File: config.mk
export PLATFORM = sky130hd
export DESIGN_NAME = periph_reg_window
export DESIGN_NICKNAME = d
export VERILOG_FILES = /design/src/rtl/periph_reg_window.sv
export SDC_FILE = /design/constraint.sdc
export NUM_CORES = 1
export LEC_CHECK = 0
export ABC_AREA = 1
export ABC_CLOCK_PERIOD_IN_PS = 800
export CAP_MARGIN = 20
export CORE_MARGIN = 3
export CORE_UTILIZATION = 31
export DETAILED_ROUTE_END_ITERATION = 8
export PLACE_DENSITY = 0.71
export REMOVE_ABC_BUFFERS = 1
export SKIP_CTS_REPAIR_TIMING = 1
export SYNTH_ARGS = -nofsm -noshare
export SYNTH_HDL_FRONTEND = slang
export SYNTH_SLANG_ARGS = --single-unit
export TNS_END_PERCENT = 50
File: constraint.sdc
create_clock -name clk -period 0.8 [get_ports clk]
set_input_delay 0.16 -clock clk [delete_from_list [all_inputs] [get_ports clk]]
set_output_delay 0.16 -clock clk [all_outputs]
set_load 0.02 [all_outputs]
File: src/rtl/periph_reg_window.sv
module periph_reg_window #(
  parameter int AW = 14,
  parameter int DW = 32,
  parameter int IDW = 16,
  parameter int SW = 8,
  parameter logic [13:0] OFS_CORE = 14'h0000,
  parameter logic [13:0] OFS_REV  = 14'h0002,
  parameter logic [13:0] OFS_MST  = 14'h0066,
  parameter logic [13:0] OFS_ATR  = 14'h0067,
  parameter logic [13:0] OFS_DAT  = 14'h006C
) (
  input  logic          clk,
  input  logic          rst_n,
  input  logic          req_valid,
  input  logic          req_write,
  input  logic [AW-1:0] req_addr,
  input  logic [1:0]    req_size,
  input  logic [DW-1:0] req_wdata,
  input  logic [IDW-1:0] core_id,
  input  logic [IDW-1:0] rev_id,
  input  logic          cap_strobe,
  input  logic [SW-1:0] cap_master,
  input  logic [SW-1:0] cap_attr,
  input  logic [DW-1:0] cap_data,
  output logic          rsp_done,
  output logic          rsp_err,
  output logic [DW-1:0] rsp_rdata
);
  localparam int NB = DW / 8;

  logic [SW-1:0] mst_q, atr_q;
  logic [DW-1:0] dat_q;
  logic [2:0]    nbytes, rwidth;
  logic          aligned, size_ok, rd_ok, wr_ok, err_n;
  logic [DW-1:0] word, mask, rdata_n;
  logic [NB-1:0] lanes;
  logic          wdata_unused;

  assign wdata_unused = ^req_wdata;

  always_comb begin
    case (req_size)
      2'b00:   nbytes = 3'd1;
      2'b01:   nbytes = 3'd2;
      2'b10:   nbytes = 3'd4;
      default: nbytes = 3'd0;
    endcase
  end

  assign size_ok = (req_size != 2'b11);
  assign aligned = (req_size == 2'b00) ||
                   (req_size == 2'b01 && !req_addr[0]) ||
                   (req_size == 2'b10 && req_addr[1:0] == 2'b00);

  always_comb begin
    if (req_addr[AW-1:1] == OFS_CORE[AW-1:1] || req_addr[AW-1:1] == OFS_REV[AW-1:1])
      rwidth = 3'd2;
    else if (req_addr == OFS_MST || req_addr == OFS_ATR)
      rwidth = 3'd1;
    else if (req_addr[AW-1:2] == OFS_DAT[AW-1:2])
      rwidth = 3'd4;
    else
      rwidth = 3'd0;
  end

  assign rd_ok = size_ok && aligned && rwidth != 3'd0 && nbytes <= rwidth;
  assign wr_ok = size_ok && aligned && rwidth != 3'd0 && nbytes == rwidth;
  assign err_n = req_write ? !wr_ok : !rd_ok;

  always_comb begin
    if (req_addr[AW-1:2] == OFS_CORE[AW-1:2])
      word = {rev_id, core_id};
    else if (req_addr[AW-1:2] == OFS_MST[AW-1:2])
      word = {atr_q, mst_q, 16'h0000};
    else if (req_addr[AW-1:2] == OFS_DAT[AW-1:2])
      word = dat_q;
    else
      word = '0;
  end

  always_comb begin
    case (req_size)
      2'b00:   lanes = NB'(1) << req_addr[1:0];
      2'b01:   lanes = NB'(3) << {req_addr[1], 1'b0};
      default: lanes = '1;
    endcase
  end

  for (genvar k = 0; k < NB; k++) begin : g_lane
    assign mask[8*k +: 8] = {8{lanes[k]}};
  end

  assign rdata_n = (!err_n && !req_write) ? (word & mask) : '0;

  always_ff @(posedge clk or negedge rst_n) begin
    if (!rst_n) begin
      mst_q     <= '0;
      atr_q     <= '0;
      dat_q     <= '0;
      rsp_done  <= 1'b0;
      rsp_err   <= 1'b0;
      rsp_rdata <= '0;
    end else begin
      rsp_done  <= req_valid;
      rsp_err   <= req_valid && err_n;
      rsp_rdata <= req_valid ? rdata_n : '0;
      if (cap_strobe) begin
        mst_q <= cap_master;
        atr_q <= cap_attr;
        dat_q <= cap_data;
      end
    end
  end

  p_done_follows_req_r2: assert property (@(posedge clk) disable iff (!rst_n)
    req_valid |=> rsp_done);
  p_no_spurious_done_r2: assert property (@(posedge clk) disable iff (!rst_n)
    !req_valid |=> !rsp_done);
  p_bad_size_err_r3: assert property (@(posedge clk) disable iff (!rst_n)
    (req_valid && req_size == 2'b11) |=> (rsp_err && rsp_rdata == '0));
  p_write_no_data_r8: assert property (@(posedge clk) disable iff (!rst_n)
    (req_valid && req_write) |=> rsp_rdata == '0);
  p_hold_without_strobe_r9: assert property (@(posedge clk) disable iff (!rst_n)
    !cap_strobe |=> ($stable(dat_q) && $stable(mst_q) && $stable(atr_q)));
  p_reserved_err_r1: assert property (@(posedge clk) disable iff (!rst_n)
    (req_valid && req_addr >= AW'(14'h0070)) |=> rsp_err);
endmodule

=== Word level (Yosys, flattened, before mapping) ===
Cells that the tools add are included.

* $add $sub $neg: 0
* $mul: 0
* Reduce and logical (&&, ||, !) cells: 22
* Muxes and demuxes: 11
* Magnitude comparators: 1
* Equality and inequality tests: 9
* Shift-type cells: 2
* Bitwise operators: 1
* Divide/modulo/power cells: 0

{| class="wikitable"
|+ Operator list
! kind !! number
|-
| $mux 32 || 5
|-
| $and 32x32->32 || 1
|-
| $eq 14x7->1 const B || 2
|-
| $eq 12x5->1 const B || 2
|-
| $eq 13x1->1 const B || 1
|-
| $logic_not 13->1 || 1
|-
| $logic_not 12->1 || 1
|-
| $mux 3 || 3
|-
| $pmux 3 s3 || 1
|-
| $logic_and 1x1->1 || 8
|-
| $pmux 4 s2 || 1
|-
| $logic_not 1->1 || 5
|-
| $logic_not 2->1 || 2
|-
| $logic_or 1x1->1 || 4
|-
| $shl 1x2->4 const A || 1
|-
| $shl 2x2->4 const A || 1
|-
| $eq 3x3->1 || 1
|-
| $le 3x3->1 || 1
|-
| $reduce_bool 3->1 || 1
|-
| $eq 2x1->1 const B || 1
|-
| $eq 2x2->1 const B || 1
|-
| $ne 2x2->1 const B || 1
|-
| $mux 1 || 1
|}

* RAM bits: 0
* Register bits after elaboration: 82
* Input port bits: 133
* Bits in latches: 0
* Word-level logic and storage cells: 52
* Memories: 0
* Bits in read-only memories: 0

=== Depth between registers and ports, before layout ===
Gate-level depths: netlist of run 1.

* Word-level depth: 13
* Mapped depth: 13
* Depth with buffers taken out: 13

=== Worst setup path before layout of run 1 ===
OpenSTA, ideal clock, no wires.

* Path kind: input to register
* Start: in req_addr[12]
* End: reg rsp_rdata[21]
* Path buffers: 2
* Stages on the path: 12
* Path slack: -1.328 ns
* Arrival time: 2.057 ns
* Data required time: 0.729 ns
* Cell sequence: nor2_1 > nand2_2 > nor2_4 > nand2_4 > clkbuf_1 > ha_1 > nand3b_1 > nand2_1 > a21oi_1 > nand3_4 > buf_6 > nor2_1

* Word-level cells in the longest chain between the ends: 13
* Elaborated cells on any way between the ends: 29

{| class="wikitable"
|+ RTL lines
! element !! line !! source
|-
| start: declaration || 16 || <nowiki>input logic [AW-1:0] req_addr,</nowiki>
|-
| parallel branches: the longest is 11 deep, another holds $le 3x3->1 || -- ||
|-
| $mux 32 (*) || 93 || <nowiki>assign rdata_n = (!err_n && !req_write) ? (word & mask) : '0;</nowiki>
|-
| $mux 32 (*) || 106 || <nowiki>rsp_rdata <= req_valid ? rdata_n : '0;</nowiki>
|-
| end signal: assignment || 106 ||
|-
| end: declaration || 27 || <nowiki>output logic [DW-1:0] rsp_rdata</nowiki>
|}

Mark *: on every way between the ends.
A chain may end at the register's enable or synchronous reset.

=== Final worst setup path of run 1 ===
* Start: in req_addr[11]
* End: reg rsp_rdata[2]

The elaborated chain is that of the path after synthesis.

==> results by group, run 1 <==
Pwr
  • Seq pwr share: 47.7%
  • Comb power frac: between 10 and 15%
  • Internal power: approximately 0.0072 W
  • Peak supply drop: just under 0.9 mV
  • Switching power: 0.002184 W
  • Static Leak: 2.776 nW
  • Clk pwr share: 38.4%
  • Sw frac: approximately 23%
  • Pwr dens: ~1600 nW/µm²

Final layout
  • Final std cells w/o fill: around 760
  • Area Growth Syn to Fin: 54.00%
  • # nets final: 721
  • Fraction of layout cells with a size suffix above 1: between 30% and 40%
  • Fin area: between 5000 and 6000 µm²
  • Core Util, Final: about half

Global routing
  • GRT busiest layer: met2
  • Gr usage total: approximately 15%
  • Wire length of the first global-routing pass: roughly 17 mm
  • GR Layer Usage met1: between 10% and 20%
  • Vias in the first global route: between 3000 and 4000
  • Total congestion overflow: 0
  • Global routing usage on met2: approximately 26%
  • Met3 usage: about 4.1%
  • Initial antenna violation count: 2
  • Largest net degree at the start of global routing: 43

Worst hold path
  • Worst Hold Depth: 3
  • WHS Endpoint: dat_q[0]$_DFFE_PN0P_
  • Hold path startpoint: cap_strobe
  • Tightest Hold Check Type: input port to flip-flop

Setup path
  • Reg2reg path depth: 4
  • FF-to-FF End: rsp_rdata[3]$_DFF_PN0_
  • Crit path max-delay cell type: nand4_4
  • Delay-heaviest family, CP: simple AND/OR/NAND/NOR gates
  • Worst path arrival time: roughly 1.8 ns
  • Crit Path Max Fanout: 8
  • R2R Setup Slk: 0 ns
  • Kind of critical path: input port to flip-flop
  • CP Capture Type: flip-flop
  • Worst path max stage delay: 0.18 ns
  • CP bufs+invs: 4
  • WP data required: 1.06 ns
  • R2R Path Start: dat_q[3]$_DFFE_PN0P_
  • CP Launch Type: input port
  • CP most frequent cell: buf_6
  • CP Cell Sequence: buf_6 -> nor2_4 -> nand2_4 -> buf_6 -> nor2_4 -> nand2_2 -> inv_2 -> ha_4 -> nand3b_1 -> nand2_2 -> a21oi_2 -> buf_6 -> nand4_4 -> nor2_1

CTS
  • Clk sinks: 82
  • CTS Root Cell: clkbuf_16
  • H-tree depth: 3
  • CTS Buffer Depth: 2
  • TritonCTS clock tree: yes
  • Total CTS buffers: 9
  • Clock transition at path regs: ~0.050 ns
  • Skew-Pair Late Insertion Delay: between 0.3 and 0.4 ns

Logic synthesis
  • Post-Synthesis Cells: roughly 430
  • Synth warn: 0
  • Register bit total from synthesis: 82
  • Avg Cell Area, Syn: just over 9 µm²
  • Fraction of the yosys area taken by sequential cells: 53.16%
  • Post-synth cell types: 26
  • Mapped Area: 3860 µm²

Drt
  • Detail Route Antenna Nets: 0
  • DR iter-0 viols: approximately 210
  • WL final: 10.66 mm
  • WL/cell: approximately 14 µm
  • Via count: ~3400
  • Vias/cell: approximately 4.5
  • DR DRC count: 0
  • Pre-antenna DRT Iters: 4

Die
  • Die Wd: between 100 and 150 µm
  • Core Area: around 12000 µm²
  • # IOs: roughly 170
  • Core Rows: 40
  • Starting Density: a little under a third
  • Die area: approximately 14000 µm²
  • Die Y-Extent: between 100 and 150 µm

Timing
  • Setup violations, final: 67
  • Worst hold slack: 0.3139 ns
  • Actual slew at the worst max-slew pin: around 0.34 ns
  • TNS Setup: -28.64 ns
  • Worst setup margin: -0.7022 ns
  • Final Hold Viols: 0
  • RSZ-0062 raised after global routing: true
  • Post-route clock skew: between 0.005 and 0.006 ns
  • Period minus WS final: ~1.5 ns
  • Max Slew Vio Count: 0
  • Final Cycle Share: 187.8%
  • Slew headroom: between 70% and 80%
  • F_max: about 670 MHz

Placed design
  • Placed inst area: about 5600 µm²
  • Placed insts: 737
  • IO buf count: ~130
  • Final GP Congestion: ~0.79
  • Post-DP HPWL: around 7.5 mm

Outcome
  • Failing checks: setup timing
  • Outcome: finished, violations left

Job
  • MaxCap Viol Count: 0
==> power by group through the flow <==
stage,combinational [W],sequential [W],clock (W)
after detailed placement,0.00123,0.00456,0
after CTS,0.00124,0.00449,0.00375
after global routing,0.00145,0.00451,0.00391
final,0.00131,0.00449,0.00361
after floorplan,0.000399,0.00454,0
after global placement,0.00120,0.00455,0
==> flip-flops by register name, summed over array words and instances (netlist names) <==
register,cells
atr_q,8
rsp_err,1
rsp_rdata,32
mst_q,8
dat_q,32
rsp_done,1
==> worst min-delay path: stages <==
cell and delay, ns:
buf_2 0.12, buf_12 0.18, o21ai_0 0.12
==> cells by family (layout without fill, tap and decap cells) <==
logic type | count (synthesis) | count (layout) | synth area share (%)
flops | 82 | 82 | 53.16
compound gates | 59 | 59 | 7.650
mux | 32 | 32 | 9.336
other cells | 0 | 2 | 0
simple gates | 172 | 173 | 20.71
fa+ha+maj | 3 | 3 | 0.9726
buf+inv | 78 | 240 | 8.168
==> synth_stat cells <==
master / count / area share (%)
buf_2: 6 / 0.78
o21ai_0: 52 / 6.7
buf_6: 1 / 0.29
or2_4: 1 / 0.23
clkbuf_1: 7 / 0.68
nor2_8: 1 / 0.52
nor2_1: 44 / 4.3
mux2_2: 32 / 9.3
inv_2: 4 / 0.39
nand2_4: 1 / 0.29
nand2_2: 1 / 0.16
a21oi_1: 6 / 0.78
nor3_4: 1 / 0.42
o21ai_1: 1 / 0.13
nand4_2: 2 / 0.65
ha_1: 3 / 0.97
buf_4: 2 / 0.39
nand3_1: 34 / 4.4
dfrtp_1: 82 / 53
nor2_2: 2 / 0.32
nand2_1: 80 / 7.8
inv_1: 58 / 5.6
nor2_4: 1 / 0.29
nand3b_1: 1 / 0.19
nand3_4: 2 / 0.91
nand3_2: 1 / 0.26
==> worst max path at each step <==
| stage | from | to | slack (ns) | cells past startpoint |
|---|---|---|---|---|
| finish | req_addr[11] | rsp_rdata[2]$_DFF_PN0_ | -0.70 | 14 |
| global route | req_addr[11] | rsp_rdata[2]$_DFF_PN0_ | -0.80 | 14 |
| CTS | req_addr[3] | rsp_rdata[2]$_DFF_PN0_ | -1.25 | 11 |
| detailed placement | req_addr[2] | rsp_rdata[2]$_DFF_PN0_ | -1.59 | 11 |
| global placement | req_addr[8] | rsp_rdata[12]$_DFF_PN0_ | -1.49 | 12 |
| floorplan | req_addr[12] | rsp_rdata[0]$_DFF_PN0_ | -1.35 | 10 |
==> placed cells by master (no fill, tap or decap), types with 2 or more instances in the layout <==
cell              n
o21ai_0          52
clkbuf_2         10
inv_2             8
inv_1            54
ha_4              3
nand2_1          73
nand2_4           3
dfrtp_1          82
buf_4            22
nor2_1           16
buf_6            11
nor2_2           23
buf_2            27
nand4_4           2
nand3_1          33
mux2_2           32
clkbuf_1          3
nand3_4           4
clkbuf_16         9
diode_2           2
clkdlybuf4s50_1  83
clkinv_2          2
a21oi_1           4
nand2_2           6
a21oi_2           2
dlymetal6s2s_1    3
buf_12            6
nor2_4            8
==> routing by layer <==
| metal | part of all wire [%] | wire length (µm) |
|---|---|---|
| met4 | 3.9 | 414 |
| met5 | 0 | 0 |
| met2 | 49 | 5188 |
| met1 | 42 | 4434 |
| met3 | 5.8 | 619 |
==> through the flow <==
step	total power, W	worst slack (ns)
final	0.009412	-0.7022
after floorplan	0.004940	-1.345
after detailed placement	0.005795	-1.593
after global placement	0.005754	-1.488
after global routing	0.009871	-0.7960
after CTS	0.009483	-1.246
==> final cells by class <==
cell class / count / area [µm²]
diodes: 2 / 5.005
clock buffers: 12 / 236.5
clock inverters: 3 / 17.52
fillers: 1151 / 6167
inverters: 62 / 232.7
multi-input cells: 267 / 1718
flip-flops and latches: 82 / 2052
well taps: 168 / 210.2
repair buffers: 163 / 1473
Power figures use the tool's default switching activity.
==> inputs of run 2 (changes only) <==
- CTS_CLUSTER_SIZE: default -> 25
==> results of run 2 <==
Final layout, timing and power as in run 1 (identical DEF).
==> inputs of run 3 (changes only) <==
- CORE_MARGIN: 3 -> default
==> results by group, run 3 (same netlist as run 1, synthesis figures left out) <==
Timing
  • Post-route clock skew: 0.003800 ns (-0.001622 ns)
  • RSZ-0062 raised after global routing: true
  • Period minus WS final: 1.550 ns (+0.04823 ns)
  • Actual slew at the worst max-slew pin: 0.3328 ns (-0.005967 ns)
  • Setup violations, final: 67 (unchanged)
  • Final Cycle Share: 193.8% (+6.0 points)
  • Slew headroom: 77.82% (+0.40 points)
  • Final Hold Viols: 0 (unchanged)
  • TNS Setup: -30.19 ns (-1.555 ns)
  • Worst setup margin: -0.7505 ns (-0.04823 ns)
  • Max Slew Vio Count: 0 (unchanged)
  • F_max: 645.0 MHz (-3.1%)

CTS
  • Clock transition at path regs: 0.06 ns (about the same)
  • CTS Buffer Depth: 2 (unchanged)
  • H-tree depth: 3 (unchanged)
  • Skew-Pair Late Insertion Delay: 0.34 ns (about the same)
  • TritonCTS clock tree: yes
  • Total CTS buffers: 9 (unchanged)
  • Clk sinks: 82 (unchanged)
  • CTS Root Cell: clkbuf_16

Die
  • Die Wd: 113.6 µm (-3.4%)
  • Starting Density: 32.00% (+0.13 points)
  • Die Y-Extent: 113.6 µm (-3.4%)
  • Core Rows: 40 (unchanged)
  • Core Area: 12060 µm² (-0.41%)
  • Die area: 12900 µm² (-6.7%)
  • # IOs: 167 (unchanged)

Drt
  • Pre-antenna DRT Iters: 4 (unchanged)
  • Detail Route Antenna Nets: 0 (unchanged)
  • DR iter-0 viols: 180 (-13%)
  • WL/cell: 13.92 µm (-0.85%)
  • Via count: 3386 (-1.3%)
  • Vias/cell: 4.449 (-1.6%)
  • WL final: 10.59 mm (-0.59%)
  • DR DRC count: 0 (unchanged)

Global routing
  • Vias in the first global route: 3466 (-3.0%)
  • Initial antenna violation count: 1 (-1)
  • Gr usage total: 16.18% (+0.78 points)
  • Largest net degree at the start of global routing: 41 (-4.7%)
  • Total congestion overflow: 0 (unchanged)
  • Wire length of the first global-routing pass: 16.19 mm (-5.2%)

Setup path
  • R2R Setup Slk: -0.03 ns (-0.03 ns)
  • FF-to-FF End: rsp_rdata[4]$_DFF_PN0_
  • CP Capture Type: flip-flop
  • Crit Path Max Fanout: 8 (unchanged)
  • CP Launch Type: input port
  • WP data required: 1.06 ns (about the same)
  • Kind of critical path: input port to flip-flop
  • Worst path arrival time: 1.81 ns (+0.05 ns)
  • Reg2reg path depth: 4 (unchanged)
  • R2R Path Start: dat_q[4]$_DFFE_PN0P_

Final layout
  • FF+latch area: 2052 µm² (unchanged)
  • # nets final: 723 (+0.28%)
  • Most frequent cells in the layout: clkdlybuf4s50_1 (83), dfrtp_1 (82), nand2_1 (72)
  • Most common cell after layout, fill and taps aside: clkdlybuf4s50_1
  • Area Growth Syn to Fin: 56.50%
  • Fillers: 1107 (-3.8%)
  • Top Registers: dat_q: 32 flops, rsp_rdata: 32 flops
  • Fin area: 6041 µm² (+1.6%)
  • Multi-input logic area: 1743 µm² (+1.5%)
  • Final std cells w/o fill: 761 (+0.26%)
  • Fraction of layout cells with a size suffix above 1: 32.94% (+1.9 points)

Worst hold path
  • Tightest Hold Check Type: input port to async pin

Job
  • MaxCap Viol Count: 0 (unchanged)

Pwr
  • Peak supply drop: 0.7851 mV (-9.7%)
  • Pwr dens: 1642 nW/µm² (+3.7%)
  • Static Leak: 2.806 nW (+1.1%)

Placed design
  • Placed inst area: 5607 µm² (+0.40%)
  • Pre-CTS setup slack: -1.578 ns (+0.01575 ns)
  • Post-DP HPWL: 7.284 mm (-2.5%)
  • Placed insts: 740 (+0.41%)
  • IO buf count: 134 (unchanged)
  • Final GP Congestion: 0.7429 (-6.1%)

Outcome
  • Failing checks: setup timing
  • Outcome: finished, violations left
run 3: worst max path at each step:
stage / slack (ns) / end / from / depth (start not counted)
floorplan: -1.35 / rsp_rdata[0]$_DFF_PN0_ / req_addr[12] / 10
global placement: -1.51 / rsp_rdata[10]$_DFF_PN0_ / req_addr[2] / 11
detailed placement: -1.58 / rsp_rdata[12]$_DFF_PN0_ / req_addr[3] / 11
CTS: -1.25 / rsp_rdata[12]$_DFF_PN0_ / req_addr[3] / 11
global route: -0.85 / rsp_rdata[14]$_DFF_PN0_ / req_addr[6] / 14
finish: -0.75 / rsp_rdata[12]$_DFF_PN0_ / req_addr[11] / 14
run 3: final cells by class:
| class | count | area share, % |
|---|---|---|
| sequential | 82 | 33.97 |
| multi-input combinational | 267 | 28.85 |
| timing repair buffer | 165 | 24.88 |
| inverter | 62 | 3.894 |
| clock buffer | 9 | 3.728 |
| tap | 168 | 3.480 |
| clock inverter | 7 | 1.160 |
| antenna | 1 | 0.04143 |
run 3: stage by stage:
step	util, %	hold WS (ns)	total power, W
finish	50.08	0.1767	0.009917
detailed placement	46.48	-0.01575	0.005807
global route	50.08	0.1712	0.01034
CTS	48.93	-0.3813	0.009940
floorplan	-	-0.1356	0.004940
global placement	46.48	-0.01703	0.005768
run 3: critical path, stage by stage:
cell	delay (ns)
buf_6	0.10
nor2_4	0.13
nand2_4	0.08
buf_6	0.12
nor2_4	0.08
nand2_2	0.08
inv_2	0.07
ha_4	0.12
nand3b_1	0.11
nand2_1	0.09
a21oi_2	0.16
buf_6	0.16
nand4_4	0.19
nor2_2	0.17
run 3: metal layers:
layer  vias to the layer above  GRT usage [%]  part of all wire, %
met5                         -              0                    0
met4                         0          7.456                  2.0
met3                        15          3.135                  5.5
met2                       111          28.41                   50
met1                      1586          19.08                   42
li1                       1674              -                    -
run 3: report_power, final:
group          switching, W  internal (W)  leakage (nW)
clock               0.00168       0.00240         0.133
combinational      0.000564      0.000786          1.63
sequential        0.0000990       0.00439          1.04
